### src/rtl/irqpin_pkg.sv
package irqpin_pkg;

  localparam logic [2:0] A_CTRL  = 3'd0;
  localparam logic [2:0] A_SENSE = 3'd1;
  localparam logic [2:0] A_PRIO  = 3'd2;
  localparam logic [2:0] A_PEND  = 3'd3;
  localparam logic [2:0] A_MSET  = 3'd4;
  localparam logic [2:0] A_MCLR  = 3'd5;

  localparam int PRIO_W   = 4;
  localparam int MODE_POS = 23;

  typedef enum logic [3:0] {
    SNS_FALL = 4'd0,
    SNS_RISE = 4'd1,
    SNS_LOW  = 4'd2,
    SNS_HIGH = 4'd3,
    SNS_BOTH = 4'd4
  } sense_e;

  // lowest bit of a pin's field, fields packed downward from bit 31
  function automatic int field_lsb(input int pin, input int w);
    return 32 - (pin + 1) * w;
  endfunction

  // bit of a pin in the pending / mask registers, pin 0 on top
  function automatic int src_pos(input int pin, input int regw);
    return regw - 1 - pin;
  endfunction

  // all bits covered by the fields of npins pins
  function automatic logic [31:0] field_cover(input int npins, input int w);
    logic [31:0] m;
    m = '0;
    for (int p = 0; p < npins; p++)
      for (int b = 0; b < w; b++)
        m[field_lsb(p, w) + b] = 1'b1;
    return m;
  endfunction

endpackage

### src/rtl/irqpin_sync.sv
module irqpin_sync #(
  parameter int STAGES = 2
) (
  input  logic clk,
  input  logic rst_n,
  input  logic pin_async,
  output logic pin_s,
  output logic pin_d
);
  logic [STAGES-1:0] chain_q;
  logic              last_q;

  always_ff @(posedge clk or negedge rst_n) begin
    if (!rst_n) begin
      chain_q <= '0;
      last_q  <= 1'b0;
    end else begin
      chain_q <= {chain_q[STAGES-2:0], pin_async};
      last_q  <= chain_q[STAGES-1];
    end
  end

  assign pin_s = chain_q[STAGES-1];
  assign pin_d = last_q;
endmodule

### src/rtl/irqpin_detect.sv
module irqpin_detect
  import irqpin_pkg::*;
#(
  parameter int SENSE_W = 4
) (
  input  logic               pin_s,
  input  logic               pin_d,
  input  logic [SENSE_W-1:0] code,
  output logic               evt
);
  logic [3:0] code4;
  logic       rise, fall;

  assign code4 = 4'(code);
  assign rise  = pin_s & ~pin_d;
  assign fall  = ~pin_s & pin_d;

  always_comb begin
    unique case (code4)
      SNS_FALL: evt = fall;
      SNS_RISE: evt = rise;
      SNS_LOW:  evt = ~pin_s;
      SNS_HIGH: evt = pin_s;
      SNS_BOTH: evt = rise | fall;
      default:  evt = 1'b0;
    endcase
  end
endmodule

### src/rtl/irqpin_regs.sv
module irqpin_regs
  import irqpin_pkg::*;
#(
  parameter int NPINS   = 8,
  parameter int SENSE_W = 4,
  parameter int SRC_W   = 8
) (
  input  logic                     clk,
  input  logic                     rst_n,
  input  logic                     reg_we,
  input  logic [2:0]               reg_addr,
  input  logic [31:0]              reg_wdata,
  output logic [31:0]              reg_rdata,
  input  logic [NPINS-1:0]         det_evt,
  output logic [NPINS*SENSE_W-1:0] sense_codes,
  output logic [NPINS-1:0]         prio_ok,
  output logic [NPINS-1:0]         pend_q,
  output logic [NPINS-1:0]         mask_q,
  output logic                     mode_q,
  output logic [NPINS-1:0]         mset_hit,
  output logic [NPINS-1:0]         mclr_hit,
  output logic [NPINS-1:0]         src_clr
);
  localparam logic [31:0] SENSE_COVER = field_cover(NPINS, SENSE_W);
  localparam logic [31:0] PRIO_COVER  = field_cover(NPINS, PRIO_W);

  logic [31:0] sense_q, prio_q;
  logic [31:0] pend_view;
  logic        wr_ctrl, wr_sense, wr_prio, wr_pend, wr_mset, wr_mclr;

  assign wr_ctrl  = reg_we && reg_addr == A_CTRL;
  assign wr_sense = reg_we && reg_addr == A_SENSE;
  assign wr_prio  = reg_we && reg_addr == A_PRIO;
  assign wr_pend  = reg_we && reg_addr == A_PEND;
  assign wr_mset  = reg_we && reg_addr == A_MSET;
  assign wr_mclr  = reg_we && reg_addr == A_MCLR;

  always_ff @(posedge clk or negedge rst_n) begin
    if (!rst_n) begin
      sense_q <= '0;
      prio_q  <= '0;
      mode_q  <= 1'b0;
    end else begin
      if (wr_sense) sense_q <= reg_wdata & SENSE_COVER;
      if (wr_prio)  prio_q  <= reg_wdata & PRIO_COVER;
      if (wr_ctrl)  mode_q  <= reg_wdata[MODE_POS];
    end
  end

  for (genvar n = 0; n < NPINS; n++) begin : g_pin
    localparam int SLSB = field_lsb(n, SENSE_W);
    localparam int PLSB = field_lsb(n, PRIO_W);
    localparam int SP   = src_pos(n, SRC_W);

    assign sense_codes[n*SENSE_W +: SENSE_W] = sense_q[SLSB +: SENSE_W];
    assign prio_ok[n]  = prio_q[PLSB +: PRIO_W] != '0;
    assign mset_hit[n] = wr_mset && reg_wdata[SP];
    assign mclr_hit[n] = wr_mclr && reg_wdata[SP];
    assign src_clr[n]  = wr_pend && !reg_wdata[SP];

    always_ff @(posedge clk or negedge rst_n) begin
      if (!rst_n) begin
        pend_q[n] <= 1'b0;
        mask_q[n] <= 1'b1;
      end else begin
        if (det_evt[n])      pend_q[n] <= 1'b1;
        else if (src_clr[n]) pend_q[n] <= 1'b0;
        if (mset_hit[n])      mask_q[n] <= 1'b1;
        else if (mclr_hit[n]) mask_q[n] <= 1'b0;
      end
    end
  end

  always_comb begin
    pend_view = '0;
    for (int n = 0; n < NPINS; n++)
      pend_view[src_pos(n, SRC_W)] = pend_q[n];
  end

  always_comb begin
    reg_rdata = '0;
    unique case (reg_addr)
      A_CTRL:  reg_rdata[MODE_POS] = mode_q;
      A_SENSE: reg_rdata = sense_q;
      A_PRIO:  reg_rdata = prio_q;
      A_PEND:  reg_rdata = pend_view;
      default: reg_rdata = '0;
    endcase
  end
endmodule

### src/rtl/irqpin_ctl.sv
module irqpin_ctl
  import irqpin_pkg::*;
#(
  parameter int NPINS   = 8,
  parameter int SENSE_W = 4,
  parameter int SRC_W   = 8
) (
  input  logic             clk,
  input  logic             rst_n,
  input  logic [NPINS-1:0] pin_i,
  input  logic             reg_we,
  input  logic [2:0]       reg_addr,
  input  logic [31:0]      reg_wdata,
  output logic [31:0]      reg_rdata,
  output logic [NPINS-1:0] pin_req_o,
  output logic             any_req_o
);
  logic [NPINS-1:0]         pin_s, pin_d, det_evt;
  logic [NPINS*SENSE_W-1:0] sense_codes;
  logic [NPINS-1:0]         prio_ok, pend_q, mask_q;
  logic [NPINS-1:0]         mset_hit, mclr_hit, src_clr;
  logic [NPINS-1:0]         qual;
  logic                     mode_q;

  for (genvar n = 0; n < NPINS; n++) begin : g_front
    irqpin_sync #(.STAGES(2)) u_sync (
      .clk(clk), .rst_n(rst_n), .pin_async(pin_i[n]),
      .pin_s(pin_s[n]), .pin_d(pin_d[n])
    );
    irqpin_detect #(.SENSE_W(SENSE_W)) u_det (
      .pin_s(pin_s[n]), .pin_d(pin_d[n]),
      .code(sense_codes[n*SENSE_W +: SENSE_W]), .evt(det_evt[n])
    );
  end

  irqpin_regs #(.NPINS(NPINS), .SENSE_W(SENSE_W), .SRC_W(SRC_W)) u_regs (
    .clk(clk), .rst_n(rst_n),
    .reg_we(reg_we), .reg_addr(reg_addr), .reg_wdata(reg_wdata),
    .reg_rdata(reg_rdata), .det_evt(det_evt),
    .sense_codes(sense_codes), .prio_ok(prio_ok),
    .pend_q(pend_q), .mask_q(mask_q), .mode_q(mode_q),
    .mset_hit(mset_hit), .mclr_hit(mclr_hit), .src_clr(src_clr)
  );

  assign qual      = pend_q & ~mask_q & prio_ok;
  assign pin_req_o = mode_q ? qual : '0;
  assign any_req_o = |qual;
endmodule

### config.mk
export PLATFORM = sky130hd
export DESIGN_NAME = irqpin_ctl
export DESIGN_NICKNAME = d
export VERILOG_FILES = /design/src/rtl/irqpin_pkg.sv /design/src/rtl/irqpin_sync.sv /design/src/rtl/irqpin_detect.sv /design/src/rtl/irqpin_regs.sv /design/src/rtl/irqpin_ctl.sv
export SDC_FILE = /design/constraint.sdc
export NUM_CORES = 1
export LEC_CHECK = 0
export BUFFER_PORTS_ARGS = -buffer_cell sky130_fd_sc_hd__buf_2
export CORE_MARGIN = 8
export CORE_UTILIZATION = 45
export DETAILED_ROUTE_END_ITERATION = 6
export PLACE_DENSITY = 0.69
export SYNTH_ARGS = -nofsm -noshare
export SYNTH_HDL_FRONTEND = slang
export SYNTH_SLANG_ARGS = --single-unit
### constraint.sdc
create_clock -name clk -period 1.25 [get_ports clk]
set_input_delay 0.125 -clock clk [delete_from_list [all_inputs] [get_ports clk]]
set_output_delay 0.125 -clock clk [all_outputs]
set_load 0.05 [all_outputs]
==> metrics <==
largest net degree at the start of global routing 52; Area Overhead vs Synth 56.4%; Max stage delay on crit path 440 ps; RSZ-0062 raised after global routing yes; n_diodes 0; commonest register cell after synthesis dfrtp_1; first-pass GRT wire length 23.5 mm; worst skew pair latency 380 ps; Core Rows 38; Crit Path Class reg2out; WL per Instance 20.1 um; CTS tree built; Fin. Hold Viols 0; leading cell type in the layout, fill and taps excluded dfrtp_1; clk sinks 105; CP max-delay cell dfrtp_1; termination of the worst setup path any_req_o; CTS HTree Levels 3; status finished with violations; Worst R2R Setup Slack -210 ps; Initial Utilization 45.8%; cell area after synthesis 4920 um2; Detail Route Antenna Nets 0; final setup TNS -12440 ps; share of cells above drive strength 1 48.6%; leakage 0.00351 uW; Critical Path Start Type flip-flop; number of port buffers 86; #FFs+latches synth 105; number of enable flip-flop cells after synthesis 0; Max Fclk 0.501 GHz; VDD IR-drop max 0.000704 V; CTS Buffer Depth 2; Die W 121 um; Pre-antenna DRT Iters 4; DP HPWL 9.40 mm; CTS Root Cell clkbuf_8; nets 650; R2R Path Start g_front[5].u_sync.chain_q[1]; CORE AREA 10700 um2; most frequent cells in the layout 97 x dfrtp_1, 60 x mux2_1, 46 x buf_6, 44 x buf_2, 43 x buf_4; unique cell type count in the Yosys netlist 35; ys async rst share 100%; CP Launch Point u_regs.prio_q[9]; Max Slew Vio Count 0; Critical Path RT 1120 ps; GR Util All Layers 20.6%; Syn Inst Count 396; Clk pin slew, worst setup/hold paths 100 ps; Tightest Pin Transition 429 ps; Final Skew 5.16 ps; Reg2Reg Depth 5; Period minus WS final 2000 ps; Remaining DRCs 0; slew margin rel. 71.0%; crit-path cells nor4_4, nor3b_2, nor4_1, buf_4, nand2_4, buf_8; sequential share of the synthesized area 53.6%; HP Class in2reg; die height 121 um; YS warnings 0; Final WS setup -746 ps; Worst Setup End Kind output port; Post-Route WL 14.7 mm; vias in the first global route 4411; GRT overflow 0; number of buffers created by CTS 9; Routability Congestion 0.840; failing checks negative setup slack; initial antenna violation count 0; First DRT Iteration DRCs 221; crit path max fanout 2; Crit path arrival time 1870 ps; period utilisation layout 160%; Via Count 3985; Synthesized Nets 458; Pwr per Cell Area 1490 nW/um2; IO Count 87; maxcap violations 0; drt via density 5.44; Worst R2R End u_regs.pend_q[5]; syn_area_per_cell 12.4 um2; Finish-stage setup viols 42; final core utilization 71.7%; die area 14500 um2
==> how the worst min path moves through the flow <==
stage / start / slack [ps] / end / cells past startpoint
after floorplan: rst_n / -170 / g_front[0].u_sync.chain_q[0] / 0
after global placement: rst_n / -70 / g_front[4].u_sync.chain_q[0] / 1
after detailed placement: rst_n / -70 / g_front[4].u_sync.chain_q[0] / 1
after CTS: reg_wdata[0] / 4 / u_regs.mask_q[7] / 3
after global routing: reg_wdata[1] / 20 / u_regs.prio_q[1] / 2
final: reg_wdata[2] / 20 / u_regs.sense_q[2] / 2
==> flip-flops by register name (all words and copies together) (netlist names) <==
signal,flops
u_regs.pend_q,8
u_regs.sense_q,32
u_regs.mode_q,1
g_front.u_sync.pin_d,8
g_front.u_sync.chain_q,16
u_regs.mask_q,8
u_regs.prio_q,32
==> metal layers <==
metal | track usage [%] | share of wire, % | vias up
li1 | - | - | 1814
met1 | 24.8 | 41 | 2015
met2 | 34.6 | 50 | 112
met3 | 4.06 | 5.3 | 44
met4 | 9.91 | 3.3 | 0
met5 | 0 | 0 | -
==> critical path: cells and delay by family, from the launching register on <==
kind          cells  cell delay (ps)
simple gates      4              730
flops             1              440
buf+inv           2              330
==> logic make-up after synthesis <==
kind of cell             Yosys count  share of synthesized area, %
flip-flops                       105                          53.6
AND/OR/NAND/NOR                   86                          9.53
multiplexers                      83                          18.9
AO/OA/AOI/OAI                     64                          9.22
buffers and inverters             35                          3.48
adder cells (fa/ha/maj)           16                          4.07
XOR/XNOR                           7                          1.25
==> cell usage after synthesis (2+ instances only) <==
cell type,count,area [um2]
a211oi_1,5,37.5
a21oi_1,3,15.0
a22o_1,23,201
a22oi_1,8,60.1
and2_1,10,62.6
buf_2,2,10.0
buf_4,4,30.0
buf_6,3,33.8
clkbuf_1,8,30.0
dfrtp_1,97,2430
dfstp_2,8,210
ha_1,16,200
inv_1,17,63.8
mux2_1,60,676
mux2_2,19,214
mux2i_1,4,40.0
nand2_1,22,82.6
nand3_1,7,35.0
nor2_1,15,56.3
nor3b_1,9,67.6
nor3b_2,2,25.0
nor4_1,14,87.6
o21ai_0,21,105
o311ai_0,3,26.3
xnor2_1,2,17.5
xor2_1,5,43.8
==> power by group <==
part	leakage (uW)	internal, uW	switching [uW]
registers	0.00122	4040	758
clock network	0.000130	1530	1210
logic	0.00216	2080	1860
==> repair_timing <==
item	4_1_cts	5_1_grt
gates resized for setup	193	43
setup endpoints to repair	45	49
pin swaps	32	26
hold buffers	34	0
endpoints found under the hold margin	152	0
setup buffers	13	12
==> final cells by class <==
class	instances	area, um2
well taps	140	175
inverters	17	63.8
multi-input cells	256	2650
repair buffers	199	1910
clock buffers	10	128
clock inverters	6	130
fillers	697	3050
flip-flops and latches	105	2640
==> stage by stage <==
stage,area [um2],setup WS (ps),total power [uW],instances,hold slack (ps)
2_1_floorplan,5000,-133,6170,396,-171
3_3_place_gp,6060,-414,7270,671,-72.4
3_5_place_dp,6060,-415,7370,671,-69.7
4_1_cts,7470,-757,11100,726,4.26
5_1_grt,7700,-791,11900,733,15.9
6_report,7700,-746,11500,733,17.6
(Power assumes the default switching activity.)
